$ cat src/rtl/vpr_pkg.sv
// Package: default sizes and a width helper shared by the rename table.
// Assumes the tag count is at least the physical register count.
package vpr_pkg;
    localparam int NLR_DEF = 8;
    localparam int WIN_DEF = 8;
    localparam int NPR_DEF = 12;

    function automatic int idx_w(input int n);
        return (n <= 2) ? 1 : $clog2(n);
    endfunction
endpackage

$ cat src/rtl/vpr_free_pool.sv
// Free pool: bitmap of free ids; hands out the lowest free id and takes back
// up to two ids per cycle. Assumes released ids are currently in use.
module vpr_free_pool #(
    parameter int N         = 16,
    parameter int INIT_USED = 8,
    localparam int IW       = vpr_pkg::idx_w(N)
) (
    input  logic          clk,
    input  logic          rst_n,
    input  logic          alloc_req,
    output logic          alloc_ok,
    output logic [IW-1:0] alloc_id,
    output logic          empty,
    input  logic          rel_a_v,
    input  logic [IW-1:0] rel_a_id,
    input  logic          rel_b_v,
    input  logic [IW-1:0] rel_b_id
);
    logic [N-1:0] free_q;

    // Pick the lowest-numbered free id.
    always_comb begin
        alloc_id = '0;
        for (int i = N - 1; i >= 0; i--) begin
            if (free_q[i]) alloc_id = IW'(i);
        end
        empty    = (free_q == '0);
        alloc_ok = alloc_req && !empty;
    end

    // Update the bitmap for this cycle's allocation and releases.
    always_ff @(posedge clk) begin
        if (!rst_n) begin
            for (int i = 0; i < N; i++) free_q[i] <= (i >= INIT_USED);
        end else begin
            if (alloc_ok) free_q[alloc_id] <= 1'b0;
            if (rel_a_v)  free_q[rel_a_id] <= 1'b1;
            if (rel_b_v)  free_q[rel_b_id] <= 1'b1;
        end
    end

    AST_NO_DOUBLE_FREE: assert property (@(posedge clk) disable iff (!rst_n)
        rel_a_v |-> !free_q[rel_a_id]);
    AST_NO_DOUBLE_FREE_B: assert property (@(posedge clk) disable iff (!rst_n)
        rel_b_v |-> !free_q[rel_b_id]);
    AST_FREE_COUNT: assert property (@(posedge clk) disable iff (!rst_n)
        $past(rst_n) |-> ($countones(free_q) == $countones($past(free_q))
            - int'($past(alloc_ok)) + int'($past(rel_a_v)) + int'($past(rel_b_v))));
endmodule

$ cat src/rtl/vpr_tag_map.sv
// Tag map: per tag, the bound flag and the physical register it was given.
// Written on completion, cleared when a tag returns to its pool.
module vpr_tag_map #(
    parameter int NVR = 16,
    parameter int NLR = 8,
    parameter int NPR = 12,
    localparam int TW = vpr_pkg::idx_w(NVR),
    localparam int PW = vpr_pkg::idx_w(NPR)
) (
    input  logic          clk,
    input  logic          rst_n,
    input  logic          wr_v,
    input  logic [TW-1:0] wr_tag,
    input  logic [PW-1:0] wr_preg,
    input  logic          clr_a_v,
    input  logic [TW-1:0] clr_a_tag,
    input  logic          clr_b_v,
    input  logic [TW-1:0] clr_b_tag,
    input  logic [TW-1:0] rd_a_tag,
    output logic          rd_a_bound,
    output logic [PW-1:0] rd_a_preg,
    input  logic [TW-1:0] rd_b_tag,
    output logic          rd_b_bound,
    output logic [PW-1:0] rd_b_preg
);
    logic [NVR-1:0]         bound_q;
    logic [NVR-1:0][PW-1:0] preg_q;

    // Two independent read ports.
    always_comb begin
        rd_a_bound = bound_q[rd_a_tag];
        rd_a_preg  = preg_q[rd_a_tag];
        rd_b_bound = bound_q[rd_b_tag];
        rd_b_preg  = preg_q[rd_b_tag];
    end

    // Bind on completion, unbind on release; reset binds tag i to register i.
    always_ff @(posedge clk) begin
        if (!rst_n) begin
            for (int i = 0; i < NVR; i++) begin
                bound_q[i] <= (i < NLR);
                preg_q[i]  <= (i < NLR) ? PW'(i) : '0;
            end
        end else begin
            if (wr_v) begin
                bound_q[wr_tag] <= 1'b1;
                preg_q[wr_tag]  <= wr_preg;
            end
            if (clr_a_v) bound_q[clr_a_tag] <= 1'b0;
            if (clr_b_v) bound_q[clr_b_tag] <= 1'b0;
        end
    end

    AST_BIND_ONCE: assert property (@(posedge clk) disable iff (!rst_n)
        wr_v |-> !bound_q[wr_tag]);
endmodule

$ cat src/rtl/vpr_logic_map.sv
// Logical map: per logical register the newest tag, its physical register and
// a bound flag. Write order: completion, then decode, then rollback.
// Assumes decode and rollback never occur in the same cycle.
module vpr_logic_map #(
    parameter int NLR = 8,
    parameter int NVR = 16,
    parameter int NPR = 12,
    localparam int LW = vpr_pkg::idx_w(NLR),
    localparam int TW = vpr_pkg::idx_w(NVR),
    localparam int PW = vpr_pkg::idx_w(NPR)
) (
    input  logic          clk,
    input  logic          rst_n,
    input  logic [LW-1:0] rd_lr [4],
    output logic [TW-1:0] rd_tag [4],
    output logic [PW-1:0] rd_preg [4],
    output logic          rd_vld [4],
    input  logic          cmp_ok,
    input  logic          cmp_fail,
    input  logic [LW-1:0] cmp_lr,
    input  logic [TW-1:0] cmp_tag,
    input  logic [PW-1:0] cmp_preg,
    input  logic          dst_v,
    input  logic [LW-1:0] dst_lr,
    input  logic [TW-1:0] dst_tag,
    input  logic          rb_v,
    input  logic [LW-1:0] rb_lr,
    input  logic [TW-1:0] rb_tag,
    input  logic          rb_bound,
    input  logic [PW-1:0] rb_preg
);
    logic [NLR-1:0][TW-1:0] tag_q;
    logic [NLR-1:0][PW-1:0] preg_q;
    logic [NLR-1:0]         vld_q;
    logic                   cmp_match;

    // Read ports: two sources, destination, rollback.
    for (genvar g = 0; g < 4; g++) begin : g_rd
        assign rd_tag[g]  = tag_q[rd_lr[g]];
        assign rd_preg[g] = preg_q[rd_lr[g]];
        assign rd_vld[g]  = vld_q[rd_lr[g]];
    end

    // A completion binds only if its tag is still the newest.
    assign cmp_match = cmp_ok && (tag_q[cmp_lr] == cmp_tag);

    // Apply completion, decode and rollback updates in priority order.
    always_ff @(posedge clk) begin
        if (!rst_n) begin
            for (int i = 0; i < NLR; i++) begin
                tag_q[i]  <= TW'(i);
                preg_q[i] <= PW'(i);
                vld_q[i]  <= 1'b1;
            end
        end else begin
            if (cmp_match) begin
                preg_q[cmp_lr] <= cmp_preg;
                vld_q[cmp_lr]  <= 1'b1;
            end
            if (dst_v) begin
                tag_q[dst_lr] <= dst_tag;
                vld_q[dst_lr] <= 1'b0;
            end else if (rb_v) begin
                tag_q[rb_lr]  <= rb_tag;
                preg_q[rb_lr] <= rb_preg;
                vld_q[rb_lr]  <= rb_bound;
            end
        end
    end

    AST_BIND_SETS_VALID: assert property (@(posedge clk) disable iff (!rst_n)
        (cmp_match && !(dst_v && dst_lr == cmp_lr) && !rb_v) |=> vld_q[$past(cmp_lr)]);
    AST_FAIL_KEEPS_MAP: assert property (@(posedge clk) disable iff (!rst_n)
        (cmp_fail && !dst_v && !rb_v) |=> ($stable(tag_q) && $stable(preg_q) && $stable(vld_q)));
    AST_DECODE_CLEARS: assert property (@(posedge clk) disable iff (!rst_n)
        dst_v |=> !vld_q[$past(dst_lr)]);
endmodule

$ cat src/rtl/vpr_rename_top.sv
// Deferred-binding rename table: renames at decode with storage-free tags,
// binds physical registers at completion, frees at commit, unwinds on rollback.
// Assumes NPR <= NVR and no decode in a rollback cycle.
module vpr_rename_top #(
    parameter int NLR  = vpr_pkg::NLR_DEF,
    parameter int WIN  = vpr_pkg::WIN_DEF,
    parameter int NPR  = vpr_pkg::NPR_DEF,
    localparam int NVR = NLR + WIN,
    localparam int LW  = vpr_pkg::idx_w(NLR),
    localparam int TW  = vpr_pkg::idx_w(NVR),
    localparam int PW  = vpr_pkg::idx_w(NPR)
) (
    input  logic          clk,
    input  logic          rst_n,
    input  logic          dec_valid,
    input  logic [LW-1:0] dec_src0_lr,
    input  logic [LW-1:0] dec_src1_lr,
    input  logic          dec_dst_en,
    input  logic [LW-1:0] dec_dst_lr,
    output logic [TW-1:0] dec_src0_id,
    output logic          dec_src0_rdy,
    output logic [TW-1:0] dec_src1_id,
    output logic          dec_src1_rdy,
    output logic [TW-1:0] dec_dst_tag,
    output logic [TW-1:0] dec_prev_tag,
    input  logic          cmp_valid,
    input  logic [LW-1:0] cmp_lr,
    input  logic [TW-1:0] cmp_tag,
    output logic [PW-1:0] cmp_preg,
    output logic          cmp_fail,
    input  logic          cmt_valid,
    input  logic [TW-1:0] cmt_prev_tag,
    input  logic          rb_valid,
    input  logic [LW-1:0] rb_lr,
    input  logic [TW-1:0] rb_prev_tag
);
    logic          dst_v, tag_empty, preg_empty, cmp_ok;
    logic [LW-1:0] rd_lr [4];
    logic [TW-1:0] rd_tag [4];
    logic [PW-1:0] rd_preg [4];
    logic          rd_vld [4];
    logic          cmt_bound, rbp_bound;
    logic [PW-1:0] cmt_preg, rbp_preg;
    logic          rb_cur_bound;

    assign dst_v    = dec_valid && dec_dst_en;
    assign rd_lr[0] = dec_src0_lr;
    assign rd_lr[1] = dec_src1_lr;
    assign rd_lr[2] = dec_dst_lr;
    assign rd_lr[3] = rb_lr;
    assign rb_cur_bound = rb_valid && rd_vld[3];

    // Resolve each source, forwarding a same-cycle completion of its tag.
    always_comb begin
        dec_src0_rdy = rd_vld[0];
        dec_src0_id  = rd_vld[0] ? TW'(rd_preg[0]) : rd_tag[0];
        if (cmp_ok && cmp_lr == dec_src0_lr && rd_tag[0] == cmp_tag) begin
            dec_src0_rdy = 1'b1;
            dec_src0_id  = TW'(cmp_preg);
        end
        dec_src1_rdy = rd_vld[1];
        dec_src1_id  = rd_vld[1] ? TW'(rd_preg[1]) : rd_tag[1];
        if (cmp_ok && cmp_lr == dec_src1_lr && rd_tag[1] == cmp_tag) begin
            dec_src1_rdy = 1'b1;
            dec_src1_id  = TW'(cmp_preg);
        end
        dec_prev_tag = rd_tag[2];
        cmp_fail     = cmp_valid && preg_empty;
    end

    vpr_free_pool #(.N(NVR), .INIT_USED(NLR)) u_tag_pool (
        .clk(clk), .rst_n(rst_n),
        .alloc_req(dst_v), .alloc_ok(), .alloc_id(dec_dst_tag), .empty(tag_empty),
        .rel_a_v(cmt_valid), .rel_a_id(cmt_prev_tag),
        .rel_b_v(rb_valid), .rel_b_id(rd_tag[3])
    );

    vpr_free_pool #(.N(NPR), .INIT_USED(NLR)) u_preg_pool (
        .clk(clk), .rst_n(rst_n),
        .alloc_req(cmp_valid), .alloc_ok(cmp_ok), .alloc_id(cmp_preg), .empty(preg_empty),
        .rel_a_v(cmt_valid && cmt_bound), .rel_a_id(cmt_preg),
        .rel_b_v(rb_cur_bound), .rel_b_id(rd_preg[3])
    );

    vpr_tag_map #(.NVR(NVR), .NLR(NLR), .NPR(NPR)) u_tag_map (
        .clk(clk), .rst_n(rst_n),
        .wr_v(cmp_ok), .wr_tag(cmp_tag), .wr_preg(cmp_preg),
        .clr_a_v(cmt_valid), .clr_a_tag(cmt_prev_tag),
        .clr_b_v(rb_valid), .clr_b_tag(rd_tag[3]),
        .rd_a_tag(cmt_prev_tag), .rd_a_bound(cmt_bound), .rd_a_preg(cmt_preg),
        .rd_b_tag(rb_prev_tag), .rd_b_bound(rbp_bound), .rd_b_preg(rbp_preg)
    );

    vpr_logic_map #(.NLR(NLR), .NVR(NVR), .NPR(NPR)) u_logic_map (
        .clk(clk), .rst_n(rst_n),
        .rd_lr(rd_lr), .rd_tag(rd_tag), .rd_preg(rd_preg), .rd_vld(rd_vld),
        .cmp_ok(cmp_ok), .cmp_fail(cmp_fail), .cmp_lr(cmp_lr), .cmp_tag(cmp_tag),
        .cmp_preg(cmp_preg),
        .dst_v(dst_v), .dst_lr(dec_dst_lr), .dst_tag(dec_dst_tag),
        .rb_v(rb_valid), .rb_lr(rb_lr), .rb_tag(rb_prev_tag),
        .rb_bound(rbp_bound), .rb_preg(rbp_preg)
    );

    AST_TAG_AVAILABLE: assert property (@(posedge clk) disable iff (!rst_n)
        dst_v |-> !tag_empty);
    AST_NO_DECODE_IN_ROLLBACK: assert property (@(posedge clk) disable iff (!rst_n)
        rb_valid |-> !dst_v);
    AST_READY_IS_BOUND: assert property (@(posedge clk) disable iff (!rst_n)
        (dec_valid && !cmp_valid) |-> (dec_src0_rdy == rd_vld[0]));
endmodule

$ cat config.mk
export PLATFORM = sky130hd
export DESIGN_NAME = vpr_rename_top
export DESIGN_NICKNAME = d
export VERILOG_FILES = /design/src/rtl/vpr_pkg.sv /design/src/rtl/vpr_free_pool.sv /design/src/rtl/vpr_tag_map.sv /design/src/rtl/vpr_logic_map.sv /design/src/rtl/vpr_rename_top.sv
export SDC_FILE = /design/constraint.sdc
export NUM_CORES = 1
export LEC_CHECK = 0
export ABC_CLOCK_PERIOD_IN_PS = 4650
export CORE_MARGIN = 3
export CORE_UTILIZATION = 50
export DETAILED_ROUTE_END_ITERATION = 10
export DONT_BUFFER_PORTS = 1
export PLACE_DENSITY_LB_ADDON = 0.1
export SLEW_MARGIN = 20
export SYNTH_ARGS = -nofsm -noshare
export SYNTH_HDL_FRONTEND = slang
export SYNTH_SLANG_ARGS = --single-unit
$ cat constraint.sdc
create_clock -name clk -period 4.65 [get_ports clk]
set_clock_uncertainty 0.2 [all_clocks]
set_input_delay 0.6975 -clock clk [delete_from_list [all_inputs] [get_ports clk]]
set_output_delay 0.6975 -clock clk [all_outputs]
set_load 0.01 [all_outputs]
; Yosys cells after proc, flatten, opt, wreduce, memory -nomap -nowiden
; Cells that the tools add are included.
[word_totals]
register_bits = 180
output_inout_bits = 23
[op_classes]
magnitude_cmp = 23
n_reduce_logical = 26
mux = 123
n_bitwise = 16
eq_ne = 5
[op_table]
columns = operator, n
row1 = $mux W32, 6
row2 = $mux W4, 46
row3 = $mux W16, 10
row4 = $bwmux W32, 4
row5 = $bmux W4 S3, 8
row6 = $bwmux W64, 1
row7 = $mux W12, 5
row8 = $and A16 B16 Y16, 3
row9 = $not A16 Y16, 3
row10 = $or A16 B16 Y16, 3
row11 = $lt A4 B5 Y1 const B, 8
row12 = $demux W4 S3, 3
row13 = $bmux W4 S4, 2
row14 = $mux W8, 4
row15 = $demux W1 S4, 7
row16 = $ge A4 B1 Y1 const B, 7
row17 = $or A12 B12 Y12, 2
row18 = $logic_and A1 B1 Y1, 21
row19 = $lt A3 B4 Y1 const B, 5
row20 = $mux W1, 17
row21 = $demux W4 S4, 1
row22 = $logic_not A16 Y1, 1
row23 = $and A12 B12 Y12, 1
row24 = $eq A4 B4 Y1, 3
row25 = other kinds (13), 22

; Logic depth before layout (Yosys ltp)
; Gate-level depths: netlist of the first run.
[depth]
depth_word = 29
mapped_depth = 11

; Hierarchy
; A second synthesis of the first run with hierarchy kept.
[hier_totals]
hier_cells = 1386
area_unflattened_um2 = 12832.3
[by_module_without_submodules]
columns = mod, seq_area_each_um2, area_each_um2, n_inst, cells_each
row1 = vpr_logic_map, 1441.4, 5914.4, 1, 598
row2 = vpr_tag_map, 1601.5, 4624.4, 1, 498
row3 = vpr_free_pool at u_tag_pool, 320.3, 1114.8, 1, 148
row4 = vpr_free_pool at u_preg_pool, 240.2, 787.0, 1, 100
row5 = vpr_rename_top, 0.0, 391.6, 1, 42

; Worst setup path after synthesis of the first run
; Ideal clock, no wire load.
[synth_path]
path_kind = input to output
from = input dec_src0_lr[0]
to = output dec_src0_id[0]
arrival_ns = 3.048
required_time_ns = 3.753
n_path_buf = 2
path_stages = 6
slack_ns = 0.705
cell_sequence = clkbuf_1 -> buf_2 -> mux4_2 -> mux2i_1 -> mux4_2 -> mux2_2
[synth_between]
elab_chain_cells = 5
word_cells_on_any_way = 12
[synth_rtl]
columns = item, line
row1 = from (decl), vpr_rename_top.sv:16  ; input logic [LW-1:0] dec_src0_lr,
row2 = $bmux W4 S3, vpr_logic_map.sv:39  ; assign rd_tag[g] = tag_q[rd_lr[g]];
row3 = $mux W4 (not written as such), vpr_logic_map.sv:39
row4 = $eq A4 B4 Y1, vpr_rename_top.sv:57  ; if (cmp_ok && cmp_lr == dec_src0_lr && rd_tag[0] == cmp_tag) begin
row5 = $logic_and A1 B1 Y1, vpr_rename_top.sv:57
row6 = $mux W4 *, vpr_rename_top.sv:57
row7 = to (decl), vpr_rename_top.sv:20  ; output logic [TW-1:0] dec_src0_id,
; Mark *: on every way between the ends. The rest lies on a longest branch, timed or not. The select of a mux whose other input is x is not followed.

; Worst setup path in the final report of the first run
[layout_path]
from = register u_logic_map.tag_q[27] in the netlist's numbering
to = output dec_src1_id[0]
[layout_between]
elab_chain_cells = 5
[layout_rtl]
columns = item, line
row1 = from (decl), vpr_logic_map.sv:32  ; logic [NLR-1:0][TW-1:0] tag_q;
row2 = "from (signal, indexed assignment)", vpr_logic_map.sv:51  ; tag_q[i] <= TW'(i);
row3 = "from (signal, indexed assignment)", vpr_logic_map.sv:61  ; tag_q[dst_lr] <= dst_tag;
row4 = "from (signal, indexed assignment)", vpr_logic_map.sv:64  ; tag_q[rb_lr] <= rb_tag;
row5 = $bmux W4 S3, vpr_logic_map.sv:39
row6 = $mux W4 (not written as such), vpr_logic_map.sv:39
row7 = $eq A4 B4 Y1, vpr_rename_top.sv:63  ; if (cmp_ok && cmp_lr == dec_src1_lr && rd_tag[1] == cmp_tag) begin
row8 = $logic_and A1 B1 Y1, vpr_rename_top.sv:63
row9 = $mux W4, vpr_rename_top.sv:63
row10 = to (decl), vpr_rename_top.sv:22  ; output logic [TW-1:0] dec_src1_id,
; No other way between the ends. The select of a mux whose other input is x is not followed.

==> impl_metrics.ini, run 1 <==
[clock_tree]
clkLatencyLatePin_ps = 430
clkSinkCount = 180
htreeDepth = 4
numCtsBuffers = 17
cts_root_buf = clkbuf_16
cts.path.max_buffers = 2
clk_pin_slew_ps = 70
cts_tree = yes
cts_resized = 0
postCtsHoldBufs = 0
cts_setup_buffers = 0

[synth]
synthTopCellsByArea = dfxtp_1, mux4_2, mux2i_1, o21ai_0, nand2_1
synth_area_sq_um = 11800
ys_seq_area_share_pct = 30.5
synth_top_area_share_pct = 30.5
synthMuxAreaShare_pct = 28.1
synth_enable_flop_cells = 0
avgSynthCellArea_sq_um = 9.09
synth_top_area_cell = dfxtp_1
synth_compound_area_share_pct = 18.2
synthTopCellsByCount = dfxtp_1, nand2_1, nor2_1, mux4_2, o21ai_0
synthXorXnorAreaFrac_pct = 1.34
synth_nets = 1332
synth_top_family_by_area = multiplexers
synth_cells = 1298
ys_async_sr_fraction_pct = 0
synth-seq-cells = 180
yosys.cell_types.count = 67
yosysWarningCount = 0
synth.most_common_cell = dfxtp_1
yosys.area_share.simple_pct = 17.0
synth_fa_ha_area_share_pct = 0
synthFlopType = dfxtp_1

[floorplan]
core_area_sq_um = 22900
rows = 55
die-width_um = 160
dieArea_sq_um = 25500
die-height_um = 160
pin_count = 57
start_util_pct = 51.5

[timing]
hold_violations = 0
slew_headroom_pct = 28.9
totalNegativeSetupSlack_ps = 0
period_minus_slack_ps = 3740
grt_setup_unrepaired = false
fmax_mhz = 267
drv_slew = 0
period_share_pct = 80.4
tightest_slew_ps = 1060
setup_viol = 0

[placed_design]
gp_congestion = 0.977
port_buffers = 0
dpl.hpwl_um = 28800

[worst_setup_path]
crit_family = multiplexers
path_buf_inv = 0
worstPathArrival_ps = 2840
critPathSlowestCell = mux4_2
cpPeakStageDelay_ps = 550
path_class = reg -> out
crit_required_ps = 3750
worst_setup_path_end_kind = primary output
start_kind = flop
cp-startpoint = u_logic_map.tag_q[27]$_SDFFE_PN0P_
path_cells = mux4_2, mux2i_1, xor2_1, nand4_1, nor3_1, mux2_2
reg2reg_from = u_preg_pool.free_q[3]$_SDFF_PN0_
crit_fanout = 6

[drt]
drcViolationCount = 0
wl_per_cell_um = 26.3
drt-initial-drc-count = 1249
vias = 10600
routed_wirelength_um = 40700
vias_per_cell = 6.87
drt_pass1_iterations = 8
final_antenna_net_count = 0

[global_route]
grt-ovfl-total = 0
antenna_found_initial = 0
grt_use_total_pct = 31.6
grt_max_degree = 100
grt_pass1_wl_um = 62800
grt_pass1_vias = 10000

[cells_and_area]
n_antenna_cell = 0
nets = 1252
area_delta_synth_final_pct = 5.58
drive_gt1_share_pct = 16.2

[power_and_ir_drop]
powerDensity_nw_per_um2 = 318
ir_drop_uv = 235
fin_total_pwr_mw = 3.96
p_leak_nw = 4.38

[min_path]
hp-class = in -> reg
hp-start = rst_n

[run_status]
outcome = complete, no violations

[flow_run]
maxCapViolations = 0
[routing by layer]
metal  share of wire (%)  track usage (%)
met3                  10             6.66
met2                  45             49.0
met5                   0                0
met4                 3.5             10.5
met1                  41             44.3
[power by group]
group          switching, mW  leakage [nW]  internal, mW
clock network          0.670         0.304         0.888
registers             0.0790          1.46          1.60
logic                  0.444          2.62         0.280
total                   1.19          4.38          2.76
[sequential cells by signal, summed over array words and instances (netlist names)]
signal              cells
u_tag_map.preg_q       64
u_tag_map.bound_q      16
u_logic_map.tag_q      32
u_logic_map.vld_q       8
u_preg_pool.free_q     12
u_tag_pool.free_q      16
u_logic_map.preg_q     32
[layout by cell type (no fill, tap or decap), drive strengths merged, types with 7 or more instances in the layout]
cell type | netlist | routed
nor4 | 8 | 8
or3 | 11 | 11
nand4 | 8 | 8
nor3 | 23 | 23
a221oi | 18 | 18
mux2i | 69 | 69
dfxtp | 180 | 180
o21ai | 102 | 102
mux4 | 103 | 103
nand3 | 41 | 41
and2 | 9 | 9
inv | 24 | 30
nor2b | 17 | 17
a22oi | 10 | 10
xor2 | 10 | 10
a21oi | 97 | 97
xnor2 | 8 | 8
o211ai | 18 | 18
o21a | 8 | 8
and3 | 7 | 7
buf | 21 | 12
nand2 | 131 | 131
a31oi | 16 | 16
nor2 | 124 | 124
mux2 | 27 | 27
a211oi | 9 | 9
clkbuf | 90 | 20
o22ai | 24 | 24
nand2b | 17 | 17
[stage by stage]
step | cells | hold WS [ps] | area [sq um] | setup WS (ps) | util [%]
6_report | 1544 | 148 | 12500 | 910 | 54.3
5_1_grt | 1544 | 139 | 12500 | 714 | 54.3
4_1_cts | 1544 | 146 | 12500 | 929 | 54.3
3_5_place_dp | 1512 | 259 | 11800 | 1150 | 51.6
3_3_place_gp | 1512 | 253 | 11800 | 1190 | 51.6
2_1_floorplan | 1298 | 242 | 11800 | 705 | -
[area by class of cell]
type / instances / area (sq um)
fillers: 2126 / 10500
clock buffers: 20 / 457
well taps: 313 / 392
inverters: 27 / 101
repair buffers: 12 / 90.1
multi-input cells: 980 / 7640
clock inverters: 12 / 166
flip-flops and latches: 180 / 3600
[worst paths after layout]
check	to	slack [ps]	depth (start not counted)
setup / recovery	dec_src1_id[0]	910	6
setup reg to reg	u_logic_map.vld_q[0]$_SDFF_PN1_	1370	8
hold / removal	u_tag_map.preg_q[9]$_SDFFE_PN1P_	150	1
hold reg to reg	u_tag_map.preg_q[24]$_SDFFE_PN0P_	270	2
[cell families (layout without fill, tap and decap cells)]
family          count (synthesis)  after routing
flops                         180            180
xor+xnor                       18             18
simple gates                  418            418
compound gates                345            345
buf+inv                       138             71
mux                           199            199
Power figures use the tool's default switching activity.
==> run 2: changes to the inputs <==
--- a/config.mk
+++ b/config.mk
@@ -5,7 +5,7 @@
 export SDC_FILE = /design/constraint.sdc
 export NUM_CORES = 1
 export LEC_CHECK = 0
-export ABC_CLOCK_PERIOD_IN_PS = 4650
+export ABC_CLOCK_PERIOD_IN_PS = 3900
 export CORE_MARGIN = 3
 export CORE_UTILIZATION = 50
 export DETAILED_ROUTE_END_ITERATION = 10
==> constraint.sdc (replaced) <==
create_clock -name clk -period 3.9 [get_ports clk]
set_clock_uncertainty 0.2 [all_clocks]
set_input_delay 0.585 -clock clk [delete_from_list [all_inputs] [get_ports clk]]
set_output_delay 0.585 -clock clk [all_outputs]
set_load 0.01 [all_outputs]
==> impl_metrics.ini, run 2 (synthesized netlist as in run 1, its figures left out) <==
[global_route]
grt_use_total_pct = 31.2
grt-ovfl-total = 0
grt_max_degree = 100
grt_pass1_wl_um = 61900
grt_pass1_vias = 10100
antenna_found_initial = 0

[power_and_ir_drop]
seq_power_share_pct = 43.1
powerDensity_nw_per_um2 = 368
switching_share_pct = 30.6
pwr-share-comb_pct = 19.1
ir_drop_uv = 335
p_leak_nw = 4.44
p_switching_mw = 1.41
p_int_mw = 3.19
pwr-share-clk_pct = 37.8

[timing]
fmax_mhz = 280
grt_setup_unrepaired = false
totalNegativeSetupSlack_ps = 0
hold_violations = 0
drv_slew = 0
fin_ws_ps = 330
period_share_pct = 91.5
setup_viol = 0
slew_headroom_pct = 27.0
period_minus_slack_ps = 3570
tightest_slew_ps = 1090

[worst_setup_path]
r2r-end = u_logic_map.preg_q[18]$_SDFF_PN1_
critPathSlowestCell = mux4_2
worst_setup_path_end_kind = primary output
ff2ff_setup_slack_ps = 690
worstRegToRegCells = 8
path_buf_inv = 0
endpoint = dec_src0_id[1]
reg2reg_from = u_logic_map.tag_q[21]$_SDFFE_PN0P_
worstPathArrival_ps = 2790
crit_required_ps = 3120
start_kind = flop
path_cells = mux4_2, mux2i_1, xor2_1, nand4_1, nor3_1, mux2_2
cpPeakStageDelay_ps = 550
cp-startpoint = u_logic_map.tag_q[30]$_SDFFE_PN1P_
crit_fanout = 6
path_class = reg -> out
path_depth = 6
crit_family = multiplexers

[drt]
vias = 10600
met1_length_um = 16400
wl_met2_um = 17700
drt-initial-drc-count = 1422
highest_layer = met4
dr_wl_met3_um = 4630
wl_per_cell_um = 25.7
routed_wirelength_um = 40000
drt_pass1_iterations = 6
drcViolationCount = 0
final_antenna_net_count = 0
vias_per_cell = 6.78

[run_status]
outcome = complete, no violations

[cells_and_area]
n_antenna_cell = 0
area_delta_synth_final_pct = 6.10
regMostFlops = u_tag_map.preg_q
reg_top3 = u_tag_map.preg_q: 64 flops, u_logic_map.preg_q: 32 flops, u_logic_map.tag_q: 32 flops
layout_commonest_cell = dfxtp_1
instances_no_fill = 1557
final_cell_mix = dfxtp_1, nand2_1, nor2_1, mux4_2, o21ai_0
largest_reg_flops = 64
nets = 1265
drive_gt1_share_pct = 17.1
final.fill_count = 2117

[floorplan]
die-height_um = 160
start_util_pct = 51.5
core_area_sq_um = 22900
die-width_um = 160
dieArea_sq_um = 25500
pin_count = 57
rows = 55

[clock_tree]
numCtsBuffers = 17
htreeDepth = 4
cts_root_buf = clkbuf_16
cts_tree = yes
clkLatencyLatePin_ps = 440
cts_setup_buffers = 0
cts.path.max_buffers = 2
clk_pin_slew_ps = 80
cts_resized = 0
postCtsHoldBufs = 0
clkSinkCount = 180

[placed_design]
place_ws_ps = 573
gp_congestion = 0.977
port_buffers = 0
dpl.hpwl_um = 29000
dp.cells = 1525

[flow_run]
maxCapViolations = 0

[min_path]
hp-class = in -> reg
-- run 2: stage by stage --
stage | power [mW] | utilization, % | instance area [sq um] | hold WS (ps)
global placement | 2.88 | 52.1 | 11900 | 253
detailed placement | 2.88 | 52.1 | 11900 | 261
floorplan | 2.70 | - | 11800 | 242
global route | 4.76 | 54.6 | 12500 | 43.7
CTS | 4.60 | 54.6 | 12500 | 27.2
finish | 4.60 | 54.6 | 12500 | 83.3
-- run 2: area by class of cell --
cell class,instances,area (sq um),share of cell area (%)
clock buffers,21,470,3.76
clock inverters,11,116,0.930
inverters,27,101,0.810
multi-input cells,980,7640,61.1
flip-flops and latches,180,3600,28.8
well taps,313,392,3.13
repair buffers,25,188,1.50
-- run 2: power by group through the flow --
stage	Combinational (mW)	Clock [mW]	Sequential, mW
5_1_grt	0.944	1.83	1.99
2_1_floorplan	0.709	0	1.99
6_report	0.879	1.74	1.99
4_1_cts	0.866	1.76	1.98
3_5_place_dp	0.862	0	2.02
3_3_place_gp	0.861	0	2.02
-- run 2: worst min-delay path by stage --
stage                                            from                            endpoint  slack [ps]  depth (start not counted)
global placement    u_tag_map.preg_q[24]$_SDFFE_PN0P_   u_tag_map.preg_q[24]$_SDFFE_PN0P_         250                          2
detailed placement  u_tag_map.preg_q[23]$_SDFFE_PN0P_   u_tag_map.preg_q[23]$_SDFFE_PN0P_         260                          2
floorplan            u_tag_map.bound_q[15]$_SDFF_PN0_    u_tag_map.bound_q[15]$_SDFF_PN0_         240                          2
finish                                 rb_prev_tag[3]  u_logic_map.tag_q[11]$_SDFFE_PN0P_          80                          2
CTS                                             rst_n  u_logic_map.tag_q[20]$_SDFFE_PN1P_          30                          1
global route                                    rst_n  u_logic_map.tag_q[20]$_SDFFE_PN1P_          40                          1
-- run 2: worst register-to-register path, stage by stage, from the launching register on --
cell and delay, ps:
dfxtp_1 410, mux2_2 300, a221oi_1 320, o22ai_1 130, xor2_1 160, or3_1 560
nor3_2 540, mux2_2 400, a21oi_1 130
-- run 2: per-layer routing --
metal,GRT usage (%),up-vias
met2,46.8,595
met5,0,-
met1,42.5,5109
li1,-,4754
met4,11.3,0
met3,9.76,97
==> run 3: changes to the inputs <==
--- a/config.mk
+++ b/config.mk
@@ -8,9 +8,11 @@
 export ABC_CLOCK_PERIOD_IN_PS = 3900
 export CORE_MARGIN = 3
 export CORE_UTILIZATION = 50
+export CTS_CLUSTER_DIAMETER = 80
 export DETAILED_ROUTE_END_ITERATION = 10
 export DONT_BUFFER_PORTS = 1
 export PLACE_DENSITY_LB_ADDON = 0.1
+export REMOVE_ABC_BUFFERS = 1
 export SLEW_MARGIN = 20
 export SYNTH_ARGS = -nofsm -noshare
 export SYNTH_HDL_FRONTEND = slang
==> impl_metrics.ini, run 3 (synthesized netlist as in run 1, its figures left out) <==
[cells_and_area]
nets = 1264
layout_commonest_cell = dfxtp_1
final_cell_mix = dfxtp_1, nand2_1, nor2_1, mux4_2, o21ai_0
instances_no_fill = 1556
area_delta_synth_final_pct = 5.98
reg_top3 = u_tag_map.preg_q: 64 flops, u_logic_map.preg_q: 32 flops, u_logic_map.tag_q: 32 flops
post-route-util_pct = 54.6
n_antenna_cell = 0
drive_gt1_share_pct = 17.2
largest_reg_flops = 64
regMostFlops = u_tag_map.preg_q

[timing]
totalNegativeSetupSlack_ps = 0
holdWs_ps = 34.6
slew_headroom_pct = 28.7
fin_ws_ps = 298
hold_violations = 0
period_share_pct = 92.4
fmax_mhz = 278
setup_viol = 0
drv_slew = 0
tightest_slew_ps = 1060
grt_setup_unrepaired = false
period_minus_slack_ps = 3600

[clock_tree]
clkSinkCount = 180
clk_pin_slew_ps = 80
cts_setup_buffers = 0
cts_root_buf = clkbuf_16
cts.path.max_buffers = 2
cts_resized = 0
cts_tree = yes
htreeDepth = 4
clkLatencyLatePin_ps = 450
numCtsBuffers = 17
postCtsHoldBufs = 0

[min_path]
hp-class = in -> reg
hp-start = rst_n
min_to = u_logic_map.tag_q[22]$_SDFFE_PN1P_
hold_depth = 1

[power_and_ir_drop]
powerDensity_nw_per_um2 = 367
seq_power_share_pct = 43.2
p_switching_mw = 1.49
p_leak_nw = 4.42
switching_share_pct = 32.3
ir_drop_uv = 319
pwr-share-comb_pct = 19.2
p_int_mw = 3.11
pwr-share-clk_pct = 37.6

[drt]
highest_layer = met4
vias_per_cell = 6.74
drcViolationCount = 0
routed_wirelength_um = 40200
final_antenna_net_count = 0
wl_met2_um = 18500
dr_wl_met3_um = 4050
drt-initial-drc-count = 1216
drt_pass1_iterations = 5
vias = 10500
wl_per_cell_um = 25.9
met1_length_um = 16500

[placed_design]
gp_congestion = 0.957
dp.cells = 1524
place_ws_ps = 546
port_buffers = 0
dpl.hpwl_um = 28700

[worst_setup_path]
worst_setup_path_end_kind = primary output
path_buf_inv = 0
r2r-end = u_logic_map.preg_q[18]$_SDFF_PN1_
worstPathArrival_ps = 2820
critPathSlowestCell = mux4_2
path_class = reg -> out
path_cells = mux4_2, mux2i_1, xor2_1, nand4_1, nor3_1, mux2_2
reg2reg_from = u_logic_map.tag_q[25]$_SDFFE_PN1P_
ff2ff_setup_slack_ps = 760
worstRegToRegCells = 8
start_kind = flop
crit_family = multiplexers
cpPeakStageDelay_ps = 530
crit_fanout = 6
crit_required_ps = 3120

[floorplan]
rows = 55
core_area_sq_um = 22900
die-width_um = 160
pin_count = 57
die-height_um = 160
start_util_pct = 51.5
dieArea_sq_um = 25500

[global_route]
grt-ovfl-total = 0
grt_pass1_wl_um = 61500
grt_use_total_pct = 31.1
grt_max_degree = 100
antenna_found_initial = 0
grt_pass1_vias = 9993

[flow_run]
maxCapViolations = 0

[run_status]
outcome = complete, no violations
## run 3: cell types whose count changed in the layout (fill, tap and decap cells not counted), sizes merged
cell	before	now
inv	29	32
bufinv	1	0
clkbuf	21	18
clkinv	8	7
buf	25	24
clkinvlp	0	2
## run 3: worst max path at each step
stage / from / to / slack, ps / cells past startpoint
after floorplan: u_preg_pool.free_q[3]$_SDFF_PN0_ / u_preg_pool.free_q[8]$_SDFF_PN1_ / 320 / 6
after global placement: cmp_lr[2] / u_logic_map.preg_q[18]$_SDFF_PN1_ / 580 / 8
after CTS: u_logic_map.tag_q[25]$_SDFFE_PN1P_ / dec_src1_id[1] / 340 / 6
final: u_logic_map.tag_q[24]$_SDFFE_PN0P_ / dec_src1_id[1] / 300 / 6
after global routing: u_logic_map.tag_q[24]$_SDFFE_PN0P_ / dec_src1_id[0] / 230 / 6
after detailed placement: cmp_lr[2] / u_logic_map.preg_q[18]$_SDFF_PN1_ / 550 / 8
## run 3: layout make-up
type	instances	area (sq um)
Clock inverter	14	138
Inverter	27	101
Sequential cell	180	3600
Tap cell	313	392
Clock buffer	18	439
Timing Repair Buffer	24	180
Fill cell	2102	10400
Multi-Input combinational cell	980	7650
## run 3: power groups by stage
| stage | Combinational, mW | Clock, mW | Sequential [mW] |
|---|---|---|---|
| 2_1_floorplan | 0.598 | 0 | 1.99 |
| 3_3_place_gp | 0.854 | 0 | 2.02 |
| 3_5_place_dp | 0.860 | 0 | 2.02 |
| 4_1_cts | 0.865 | 1.74 | 1.98 |
| 5_1_grt | 0.939 | 1.81 | 1.99 |
| 6_report | 0.882 | 1.73 | 1.98 |
## run 3: through the flow
| step | cell area (sq um) | power, mW |
|---|---|---|
| finish | 12500 | 4.59 |
| global route | 12500 | 4.73 |
| CTS | 12500 | 4.59 |
| detailed placement | 11900 | 2.88 |
| global placement | 11900 | 2.87 |
| floorplan | 11300 | 2.59 |
## run 3: routing by layer
layer  vias to the layer above  global-route usage (%)
met5                         -                       0
met4                         0                    11.6
met3                        92                    7.52
met2                       554                    48.7
met1                      5108                    41.8
li1                       4733                       -
